`src/rtl/ewd_pkg.sv`:
```
`timescale 1ns/1ps
package ewd_pkg;

   localparam int NMATCH = 2;

   localparam int OFS_CTRL = 'h00;
   localparam int OFS_TCNT = 'h04;
   localparam int OFS_PSCL = 'h08;
   localparam int OFS_PCNT = 'h0C;
   localparam int OFS_MAT0 = 'h10;
   localparam int OFS_MAT1 = 'h14;
   localparam int OFS_STAT = 'h18;
   localparam int OFS_FEED = 'h1C;

   localparam int WIN_BITS = 5;

   typedef enum logic [2:0] {
      IDX_CTRL = 3'd0,
      IDX_TCNT = 3'd1,
      IDX_PSCL = 3'd2,
      IDX_PCNT = 3'd3,
      IDX_MAT0 = 3'd4,
      IDX_MAT1 = 3'd5,
      IDX_STAT = 3'd6,
      IDX_FEED = 3'd7
   } reg_idx_e;

   localparam int CB_RUN   = 0;
   localparam int CB_CLR   = 1;
   localparam int CB_IRQEN = 2;
   localparam int CB_RSTEN = 3;

   localparam int SB_M0    = 0;
   localparam int SB_CAUSE = 1;

   typedef struct packed {
      logic rst_en;
      logic irq_en;
      logic run;
   } ctrl_t;

endpackage

```
`src/rtl/ewd_counters.sv`:
```
`timescale 1ns/1ps
module ewd_counters #(
   parameter int CNT_W = 32,
   parameter int PRE_W = 32
) (
   input  logic             clk,
   input  logic             rst_n,
   input  logic             run_i,
   input  logic             clr_i,
   input  logic [PRE_W-1:0] pscl_i,
   output logic [PRE_W-1:0] pcnt_o,
   output logic [CNT_W-1:0] tcnt_o,
   output logic             step_o,
   output logic [CNT_W-1:0] tnext_o
);

   logic pdone;

   assign pdone   = (pcnt_o == pscl_i);
   assign step_o  = run_i & ~clr_i & pdone;
   assign tnext_o = tcnt_o + CNT_W'(1);

   always_ff @(posedge clk or negedge rst_n) begin
      if (!rst_n) begin
         pcnt_o <= '0;
         tcnt_o <= '0;
      end else if (clr_i) begin
         pcnt_o <= '0;
         tcnt_o <= '0;
      end else if (run_i) begin
         if (pdone) begin
            pcnt_o <= '0;
            tcnt_o <= tnext_o;
         end else begin
            pcnt_o <= pcnt_o + PRE_W'(1);
         end
      end
   end

endmodule

```
`src/rtl/ewd_match.sv`:
```
`timescale 1ns/1ps
module ewd_match #(
   parameter int CNT_W = 32
) (
   input  logic             step_i,
   input  logic [CNT_W-1:0] tnext_i,
   input  logic [CNT_W-1:0] mval_i,
   output logic             hit_o
);

   // Fires only when the counter is about to land on the value.
   assign hit_o = step_i & (tnext_i == mval_i);

endmodule

```
`src/rtl/ewd_regs.sv`:
```
`timescale 1ns/1ps
module ewd_regs
   import ewd_pkg::*;
#(
   parameter int ADDR_W = 8,
   parameter int DATA_W = 32,
   parameter int CNT_W  = 32,
   parameter int PRE_W  = 32
) (
   input  logic                         clk,
   input  logic                         rst_n,
   input  logic                         por_n,
   input  logic                         psel_i,
   input  logic                         penable_i,
   input  logic                         pwrite_i,
   input  logic [ADDR_W-1:0]            paddr_i,
   input  logic [DATA_W-1:0]            pwdata_i,
   output logic [DATA_W-1:0]            prdata_o,
   input  logic [CNT_W-1:0]             tcnt_i,
   input  logic [PRE_W-1:0]             pcnt_i,
   input  logic [NMATCH-1:0]            hit_i,
   output ctrl_t                        ctrl_o,
   output logic                         clr_o,
   output logic [PRE_W-1:0]             pscl_o,
   output logic [NMATCH-1:0][CNT_W-1:0] mval_o,
   output logic                         m0_flag_o,
   output logic                         cause_o,
   output logic                         rst_req_o
);

   logic     in_win;
   logic     wr;
   reg_idx_e idx;
   logic     wr_ctrl, wr_pscl, wr_stat, wr_feed;
   logic     fire_rst;

   generate
      if (ADDR_W > WIN_BITS) begin : g_wide
         assign in_win = (paddr_i[ADDR_W-1:WIN_BITS] == '0) && (paddr_i[1:0] == 2'b00);
      end else begin : g_exact
         assign in_win = (paddr_i[1:0] == 2'b00);
      end
   endgenerate

   assign idx     = reg_idx_e'(paddr_i[WIN_BITS-1:2]);
   assign wr      = psel_i & penable_i & pwrite_i & in_win;
   assign wr_ctrl = wr && (idx == IDX_CTRL);
   assign wr_pscl = wr && (idx == IDX_PSCL);
   assign wr_stat = wr && (idx == IDX_STAT);
   assign wr_feed = wr && (idx == IDX_FEED);

   assign clr_o    = wr_feed | (wr_ctrl & pwdata_i[CB_CLR]);
   assign fire_rst = hit_i[1] & ctrl_o.rst_en;

   always_ff @(posedge clk or negedge rst_n) begin
      if (!rst_n) begin
         ctrl_o <= '0;
         pscl_o <= '0;
      end else begin
         if (wr_ctrl) begin
            ctrl_o.run    <= pwdata_i[CB_RUN];
            ctrl_o.irq_en <= pwdata_i[CB_IRQEN];
            ctrl_o.rst_en <= pwdata_i[CB_RSTEN];
         end
         if (wr_pscl) pscl_o <= pwdata_i[PRE_W-1:0];
      end
   end

   genvar gi;
   generate
      for (gi = 0; gi < NMATCH; gi++) begin : g_mreg
         localparam reg_idx_e MY_IDX = (gi == 0) ? IDX_MAT0 : IDX_MAT1;
         always_ff @(posedge clk or negedge rst_n) begin
            if (!rst_n)                      mval_o[gi] <= '0;
            else if (wr && (idx == MY_IDX))  mval_o[gi] <= pwdata_i[CNT_W-1:0];
         end
      end
   endgenerate

   // Early-warning flag: set has priority over a write-1-to-clear.
   always_ff @(posedge clk or negedge rst_n) begin
      if (!rst_n)                              m0_flag_o <= 1'b0;
      else if (hit_i[0])                       m0_flag_o <= 1'b1;
      else if (wr_stat && pwdata_i[SB_M0])     m0_flag_o <= 1'b0;
   end

   always_ff @(posedge clk or negedge rst_n) begin
      if (!rst_n) rst_req_o <= 1'b0;
      else        rst_req_o <= fire_rst;
   end

   // Cause flag lives in the power-on domain only.
   always_ff @(posedge clk or negedge por_n) begin
      if (!por_n)                              cause_o <= 1'b0;
      else if (fire_rst && rst_n)              cause_o <= 1'b1;
      else if (wr_stat && pwdata_i[SB_CAUSE])  cause_o <= 1'b0;
   end

   always_comb begin
      prdata_o = '0;
      if (psel_i && in_win) begin
         unique case (idx)
            IDX_CTRL: begin
               prdata_o[CB_RUN]   = ctrl_o.run;
               prdata_o[CB_IRQEN] = ctrl_o.irq_en;
               prdata_o[CB_RSTEN] = ctrl_o.rst_en;
            end
            IDX_TCNT: prdata_o = DATA_W'(tcnt_i);
            IDX_PSCL: prdata_o = DATA_W'(pscl_o);
            IDX_PCNT: prdata_o = DATA_W'(pcnt_i);
            IDX_MAT0: prdata_o = DATA_W'(mval_o[0]);
            IDX_MAT1: prdata_o = DATA_W'(mval_o[1]);
            IDX_STAT: begin
               prdata_o[SB_M0]    = m0_flag_o;
               prdata_o[SB_CAUSE] = cause_o;
            end
            IDX_FEED: prdata_o = '0;
            default:  prdata_o = '0;
         endcase
      end
   end

endmodule

```
`src/rtl/escal_watchdog.sv`:
```
`timescale 1ns/1ps
module escal_watchdog
   import ewd_pkg::*;
#(
   parameter int ADDR_W = 8,
   parameter int DATA_W = 32,
   parameter int CNT_W  = 32,
   parameter int PRE_W  = 32
) (
   input  logic              clk,
   input  logic              por_n,
   input  logic              rst_n,
   input  logic              psel,
   input  logic              penable,
   input  logic              pwrite,
   input  logic [ADDR_W-1:0] paddr,
   input  logic [DATA_W-1:0] pwdata,
   output logic [DATA_W-1:0] prdata,
   output logic              irq_o,
   output logic              rst_req_o
);

   if (CNT_W < 1 || CNT_W > DATA_W) begin : g_bad_cnt
      $error("CNT_W must lie in 1..DATA_W");
   end
   if (PRE_W < 1 || PRE_W > DATA_W) begin : g_bad_pre
      $error("PRE_W must lie in 1..DATA_W");
   end
   if (ADDR_W < WIN_BITS) begin : g_bad_addr
      $error("ADDR_W too small for the register window");
   end
   if (DATA_W < 4) begin : g_bad_data
      $error("DATA_W too small for the control bits");
   end

   logic                         sys_rst_n;
   ctrl_t                        ctrl;
   logic                         clr;
   logic [PRE_W-1:0]             pscl;
   logic [PRE_W-1:0]             pcnt;
   logic [CNT_W-1:0]             tcnt;
   logic [CNT_W-1:0]             tnext;
   logic                         step;
   logic [NMATCH-1:0][CNT_W-1:0] mval;
   logic [NMATCH-1:0]            hit;
   logic                         m0_flag;
   logic                         cause_flag;

   assign sys_rst_n = rst_n & por_n;

   ewd_regs #(
      .ADDR_W (ADDR_W),
      .DATA_W (DATA_W),
      .CNT_W  (CNT_W),
      .PRE_W  (PRE_W)
   ) u_regs (
      .clk       (clk),
      .rst_n     (sys_rst_n),
      .por_n     (por_n),
      .psel_i    (psel),
      .penable_i (penable),
      .pwrite_i  (pwrite),
      .paddr_i   (paddr),
      .pwdata_i  (pwdata),
      .prdata_o  (prdata),
      .tcnt_i    (tcnt),
      .pcnt_i    (pcnt),
      .hit_i     (hit),
      .ctrl_o    (ctrl),
      .clr_o     (clr),
      .pscl_o    (pscl),
      .mval_o    (mval),
      .m0_flag_o (m0_flag),
      .cause_o   (cause_flag),
      .rst_req_o (rst_req_o)
   );

   ewd_counters #(
      .CNT_W (CNT_W),
      .PRE_W (PRE_W)
   ) u_cnt (
      .clk     (clk),
      .rst_n   (sys_rst_n),
      .run_i   (ctrl.run),
      .clr_i   (clr),
      .pscl_i  (pscl),
      .pcnt_o  (pcnt),
      .tcnt_o  (tcnt),
      .step_o  (step),
      .tnext_o (tnext)
   );

   genvar gm;
   generate
      for (gm = 0; gm < NMATCH; gm++) begin : g_cmp
         ewd_match #(.CNT_W(CNT_W)) u_match (
            .step_i  (step),
            .tnext_i (tnext),
            .mval_i  (mval[gm]),
            .hit_o   (hit[gm])
         );
      end
   endgenerate

   assign irq_o = m0_flag & ctrl.irq_en;

endmodule

```
`config.mk`:
```
export PLATFORM = sky130hd
export DESIGN_NAME = escal_watchdog
export DESIGN_NICKNAME = d
export VERILOG_FILES = /design/src/rtl/ewd_pkg.sv /design/src/rtl/ewd_counters.sv /design/src/rtl/ewd_match.sv /design/src/rtl/ewd_regs.sv /design/src/rtl/escal_watchdog.sv
export SDC_FILE = /design/constraint.sdc
export NUM_CORES = 1
export LEC_CHECK = 0
export ABC_AREA = 1
export ABC_CLOCK_PERIOD_IN_PS = 7100
export BUFFER_PORTS_ARGS = -buffer_cell sky130_fd_sc_hd__buf_2
export CAP_MARGIN = 10
export CORE_AREA = 2 2 178 180
export DETAILED_ROUTE_END_ITERATION = 8
export DIE_AREA = 0 0 180 182
export MAX_ROUTING_LAYER = met4
export PLACE_DENSITY_LB_ADDON = 0.12
export SLEW_MARGIN = 20
export SYNTH_ARGS = -nofsm -noshare
export SYNTH_HDL_FRONTEND = slang
export SYNTH_SLANG_ARGS = --single-unit
export TNS_END_PERCENT = 20
```
`constraint.sdc`:
```
create_clock -name clk -period 7.1 [get_ports clk]
set_input_delay 0.71 -clock clk [delete_from_list [all_inputs] [get_ports clk]]
set_output_delay 0.71 -clock clk [all_outputs]
set_load 0.005 [all_outputs]
```
### After elaboration in Yosys (flattened, before gate mapping)

Index checks and enable logic that the tools add are counted.

| cells by class | value |
|---|---|
| add/sub/neg operators | 2 |
| reduce and logical (&&, ||, !) cells | 19 |
| muxes and demuxes | 15 |
| bitwise gates (word level) | 13 |
| equality and inequality tests | 10 |

Operator list:

| operator | number |
|---|---|
| $mux 32 | 7 |
| $pmux 28 s5 | 1 |
| $eq 32x32->1 | 3 |
| $add 32x1->32 const B | 2 |
| $eq 3x3->1 const B | 4 |
| $pmux 2 s6 | 1 |
| $and 1x1->1 | 11 |
| $logic_and 1x1->1 | 11 |
| $pmux 1 s8 | 1 |
| $reduce_bool 2->1 | 4 |
| $eq 3x2->1 const B | 2 |
| $logic_not 3->1 | 2 |
| $pmux 1 s6 | 1 |
| $mux 1 | 4 |
| $eq 3x1->1 const B | 1 |
| $logic_not 2->1 | 1 |
| $reduce_and 2->1 | 1 |
| $not 1->1 | 1 |
| $or 1x1->1 | 1 |

| storage, ports and cells | value |
|---|---|
| register bits | 166 |
| output and inout bits | 34 |
| logic and storage cells | 70 |

### Logic depth before layout (Yosys ltp)

| depth | value |
|---|---|
| depth in word-level cells | 13 |
| mapped depth | 16 |
| depth with buffers taken out | 16 |

### Hierarchy

From an unflattened synthesis, not the netlist that was laid out.

| unflattened totals | value |
|---|---|
| cell total of the unflattened synthesis | 1742 |
| area, all modules | 11498.5 um2 |

Modules (own cells, without submodules):

| module | area each (um2) | cells an instance | instances |
|---|---|---|---|
| ewd_regs | 5600.4 | 756 | 1 |
| ewd_counters | 4732.0 | 706 | 1 |
| ewd_match | 575.6 | 138 | 2 |
| escal_watchdog | 15.0 | 4 | 1 |

### Least setup slack after synthesis

Ideal clock, no wire load.

| path | value |
|---|---|
| path kind | input to register |
| start | in rst_n |
| end | reg u_regs.cause_o |
| arrival | 4.477 ns |
| setup slack | 2.541 ns |
| buffers on the path | 0 |
| cell stages on the path | 4 |
| data required time | 7.017 ns |
| path through | nand2_1 > inv_1 > nand4_1 > nand2_1 |

| on the way | value |
|---|---|
| cells in the longest elaborated chain, start to end | 3 |
| elaborated cells between the ends (all ways) | 4 |

RTL lines:

| what | RTL line | text |
|---|---|---|
| start: declaration | escal_watchdog.sv:12 | `input logic rst_n,` |
| $and 1x1->1 (*) | escal_watchdog.sv:49 | `assign sys_rst_n = rst_n & por_n;` |
| named net sys_rst_n | escal_watchdog.sv:36 | `logic sys_rst_n;` |
| $logic_and 1x1->1 (*) | ewd_regs.sv:95 | `else if (fire_rst && rst_n) cause_o <= 1'b1;` |
| $mux 1 / $reduce_bool 2->1 (equally long branches) | n/a |  |
| end signal: assignment | ewd_regs.sv:94 | `if (!por_n) cause_o <= 1'b0;` |
| end signal: assignment | ewd_regs.sv:95 |  |
| end signal: assignment | ewd_regs.sv:96 | `else if (wr_stat && pwdata_i[SB_CAUSE]) cause_o <= 1'b0;` |
| end: declaration | ewd_regs.sv:27 | `output logic cause_o,` |

Mark *: on every way through the listed nets, which the timed path passes. The rest lies on a longest branch.
A chain may end at the register's enable or synchronous reset.

### Final worst setup path

| path | value |
|---|---|
| start | in paddr[4] |
| end | out prdata[21] |

| on the way | value |
|---|---|
| cells in the longest elaborated chain, start to end | 3 |
| elaborated cells between the ends (all ways) | 7 |

RTL lines:

| what | RTL line | text |
|---|---|---|
| start: declaration | escal_watchdog.sv:16 | `input logic [ADDR_W-1:0] paddr,` |
| $eq 3x3->1 (tied with other cells) | ewd_regs.sv:102 | `unique case (idx)` |
| $pmux 28 s5 (*) | ewd_regs.sv:102 |  |
| $mux 32 (*) | ewd_regs.sv:101 | `if (psel_i && in_win) begin` |
| end: declaration | escal_watchdog.sv:18 | `output logic [DATA_W-1:0] prdata,` |

Mark *: on every way between the ends. The rest lies on a longest branch, timed or not.

==> results.yml <==
sta:
  rsz0062_at_grt: "no"
  fin_skew_ns: 0.0112
  setup_viol: 0
  slew_headroom_pct: 30.4
  maxSlewViolCount: 0
  worst_pin_slew_ns: 1.04
  fin_crit_ns: 3.51
  period_share_pct: 49.4
  fmax_ghz: 0.285
  finalSetupTns_ns: 0
  hold_violations: 0
power:
  powerDensity_nw_per_um2: 186
  peakVddDrop_mv: 0.151
  p_leak_nw: 5.91
clock_tree:
  cts_tree: "yes"
  cts-root-buf: "clkbuf_16"
  clk_latency_ns: 0.45
  cts-hold-fix-buffers: 0
  cts_resized: 0
  cts.sinks: 166
  clockBufferDepth: 2
  path_clk_slew_ns: 0.07
  cts_buffers: 17
  h-tree-depth: 4
  postCtsSetupBuffers: 0
placement:
  place.gp.congestion: 0.973
  io_buffers: 79
  dp.cells: 2028
  dp.final_hpwl_um: 31500
global_routing:
  grt_pass1_wl_um: 63000
  antenna_found_initial: 0
  grt_max_degree: 75
  grt_usage_pct: 26.4
  grt_pass1_vias: 10321
  gr-total-overflow: 0
job:
  maxCapViolCount: 0
routing:
  dr.pass1.iters: 6
  detail-route-antenna-nets: 0
  via_per_inst: 5.26
  routed_wl_um: 41700
  first_iter_violations: 1214
  drc: 0
  wl_per_cell_um: 20.2
  via_count: 10836
setup_path:
  start_kind: "primary input"
  timing.rr.start: "u_cnt.tcnt_o[0]$_DFFE_PN0P_"
  critPathCaptureType: "output port"
  cp.arrival_ns: 2.80
  startpoint: "paddr[4]"
  reg2reg_depth: 15
  r2r_slack_ns: 4.09
  path_class: "primary input to output port"
  worstPathMaxFanout: 18
  r2r-end: "u_regs.m0_flag_o$_DFFE_PN0P_"
  cp.required_ns: 6.39
final_layout:
  post-route-util_pct: 39.1
  diodes: 0
  final_cell_mix: "nand2_1, inv_1, dfrtp_1"
  final_layout_size_suffix_gt1_share_pct: 10.0
  nFillCells: 3315
  multi_input_area_sq_um: 5550
  seq_area_sq_um: 4150
  nNetsFinal: 1693
  syn_to_final_growth_pct: 13.6
  final_cell_count_no_fill: 2060
  mostFrequentLayoutCell: "nand2_1"
yosys:
  ys_seq_elements: 166
  synth_nets: 1629
  seq_area_frac_synth_pct: 38.9
  async_flop_share_pct: 100
  syn_inst: 1581
  syn_avg_cell_area_sq_um: 6.75
  synth_area_sq_um: 10700
  yosysWarnings: 0
  synth_edf_count: 0
  synthFlopType: "dfrtp_1"
  ys_types: 46
floorplanning:
  initial_core_util_pct: 34.4
  die_y_um: 182
  core_area_sq_um: 31000
  fp.dieW_um: 180
  ios: 80
  die_area_sq_um: 32800
  num_rows: 65
min_path:
  hold_path.class: "primary input to async pin"
outcome:
  outcome: "finished, final reports clean"
-- worst max path at each step --
stage | end | slack [ns] | cells after the start
global placement | prdata[21] | 3.70 | 10
floorplan | u_cnt.pcnt_o[0]$_DFFE_PN0P_ | 1.88 | 2
global route | prdata[21] | 3.49 | 10
finish | prdata[21] | 3.59 | 10
CTS | prdata[21] | 3.63 | 10
detailed placement | prdata[21] | 3.64 | 10
-- where the power goes --
group	switching [W]	leakage [nW]	total, W	internal [W]
combinational	0.000133	3.47	0.000192	0.0000589
sequential	0.0000450	2.13	0.00102	0.000971
clock	0.000423	0.303	0.00104	0.000620
total	0.000601	5.91	0.00225	0.00165
-- area by class of cell --
class	instances	area share (%)
clock buffer	22	3.91
clock inverter	10	1.39
inverter	207	6.45
tap	402	4.15
timing repair buffer	92	4.07
multi-input combinational	1161	45.8
sequential	166	34.3
-- state kept, by name (all words and copies together), names as in the netlist --
name / flops
u_cnt.pcnt_o: 32
u_cnt.tcnt_o: 32
u_regs.cause_o: 1
u_regs.ctrl_o: 3
u_regs.m0_flag_o: 1
u_regs.mval_o: 64
u_regs.pscl_o: 32
u_regs.rst_req_o: 1
-- through the flow --
stage,instance area (sq um),hold slack [ns],total power [W],worst slack [ns]
6_report,12100,0.0344,0.00225,3.59
5_1_grt,12100,0.0297,0.00233,3.49
4_1_cts,12100,0.0169,0.00227,3.63
3_5_place_dp,11500,0.482,0.00122,3.64
3_3_place_gp,11500,0.472,0.00122,3.70
2_1_floorplan,10700,0.414,0.00113,1.88
-- synthesized netlist by cell type, types with 2 or more instances --
| master | instances | share of area [%] |
|---|---|---|
| buf_2 | 5 | 0.23 |
| nand3_2 | 2 | 0.19 |
| dfrtp_1 | 166 | 39 |
| a22oi_1 | 4 | 0.28 |
| nand2_2 | 8 | 0.47 |
| o21ai_0 | 134 | 6.3 |
| a221oi_1 | 21 | 1.7 |
| a21oi_1 | 39 | 1.8 |
| inv_2 | 7 | 0.25 |
| nor4_1 | 5 | 0.29 |
| o22ai_1 | 49 | 2.9 |
| a31oi_1 | 12 | 0.70 |
| buf_4 | 5 | 0.35 |
| a41oi_1 | 2 | 0.16 |
| nand3b_1 | 5 | 0.35 |
| nor2_2 | 4 | 0.23 |
| nand3_1 | 98 | 4.6 |
| nand2_1 | 525 | 18 |
| nand4_1 | 20 | 1.2 |
| nor3b_1 | 2 | 0.14 |
| ha_1 | 2 | 0.23 |
| clkbuf_1 | 35 | 1.2 |
| o21ai_1 | 3 | 0.14 |
| a211oi_1 | 4 | 0.28 |
| xnor2_1 | 11 | 0.90 |
| inv_1 | 200 | 7.0 |
| nor3_1 | 22 | 1.0 |
| a21boi_0 | 2 | 0.14 |
| or2_2 | 2 | 0.12 |
| xor2_1 | 25 | 2.1 |
| nor2_1 | 139 | 4.9 |
| nor2_4 | 9 | 0.95 |
-- worst max-delay path, cell delays in order --
cell,delay (ns)
buf_2,0.13
inv_1,0.13
nand2_1,0.10
nor2_1,0.10
buf_4,0.27
inv_1,0.40
o22ai_1,0.51
a221oi_1,0.10
a21oi_1,0.20
buf_2,0.14
-- cell families after synthesis --
family                   share of synthesized area (%)
AO/OA/AOI/OAI                                     14.8
XOR/XNOR                                          3.17
adder cells (fa/ha/maj)                          0.235
buffers and inverters                             9.24
flip-flops                                        38.9
AND/OR/NAND/NOR                                   33.7
-- layer usage --
metal / vias to the layer above / global-route usage (%) / part of all wire (%)
met5: - / - / 0
met4: 0 / 10.2 / 3.2
met3: 70 / 3.69 / 7.3
met2: 422 / 39.5 / 44
met1: 5108 / 36.3 / 46
li1: 5236 / - / -
No activity file was read; power rests on OpenSTA's default activity.
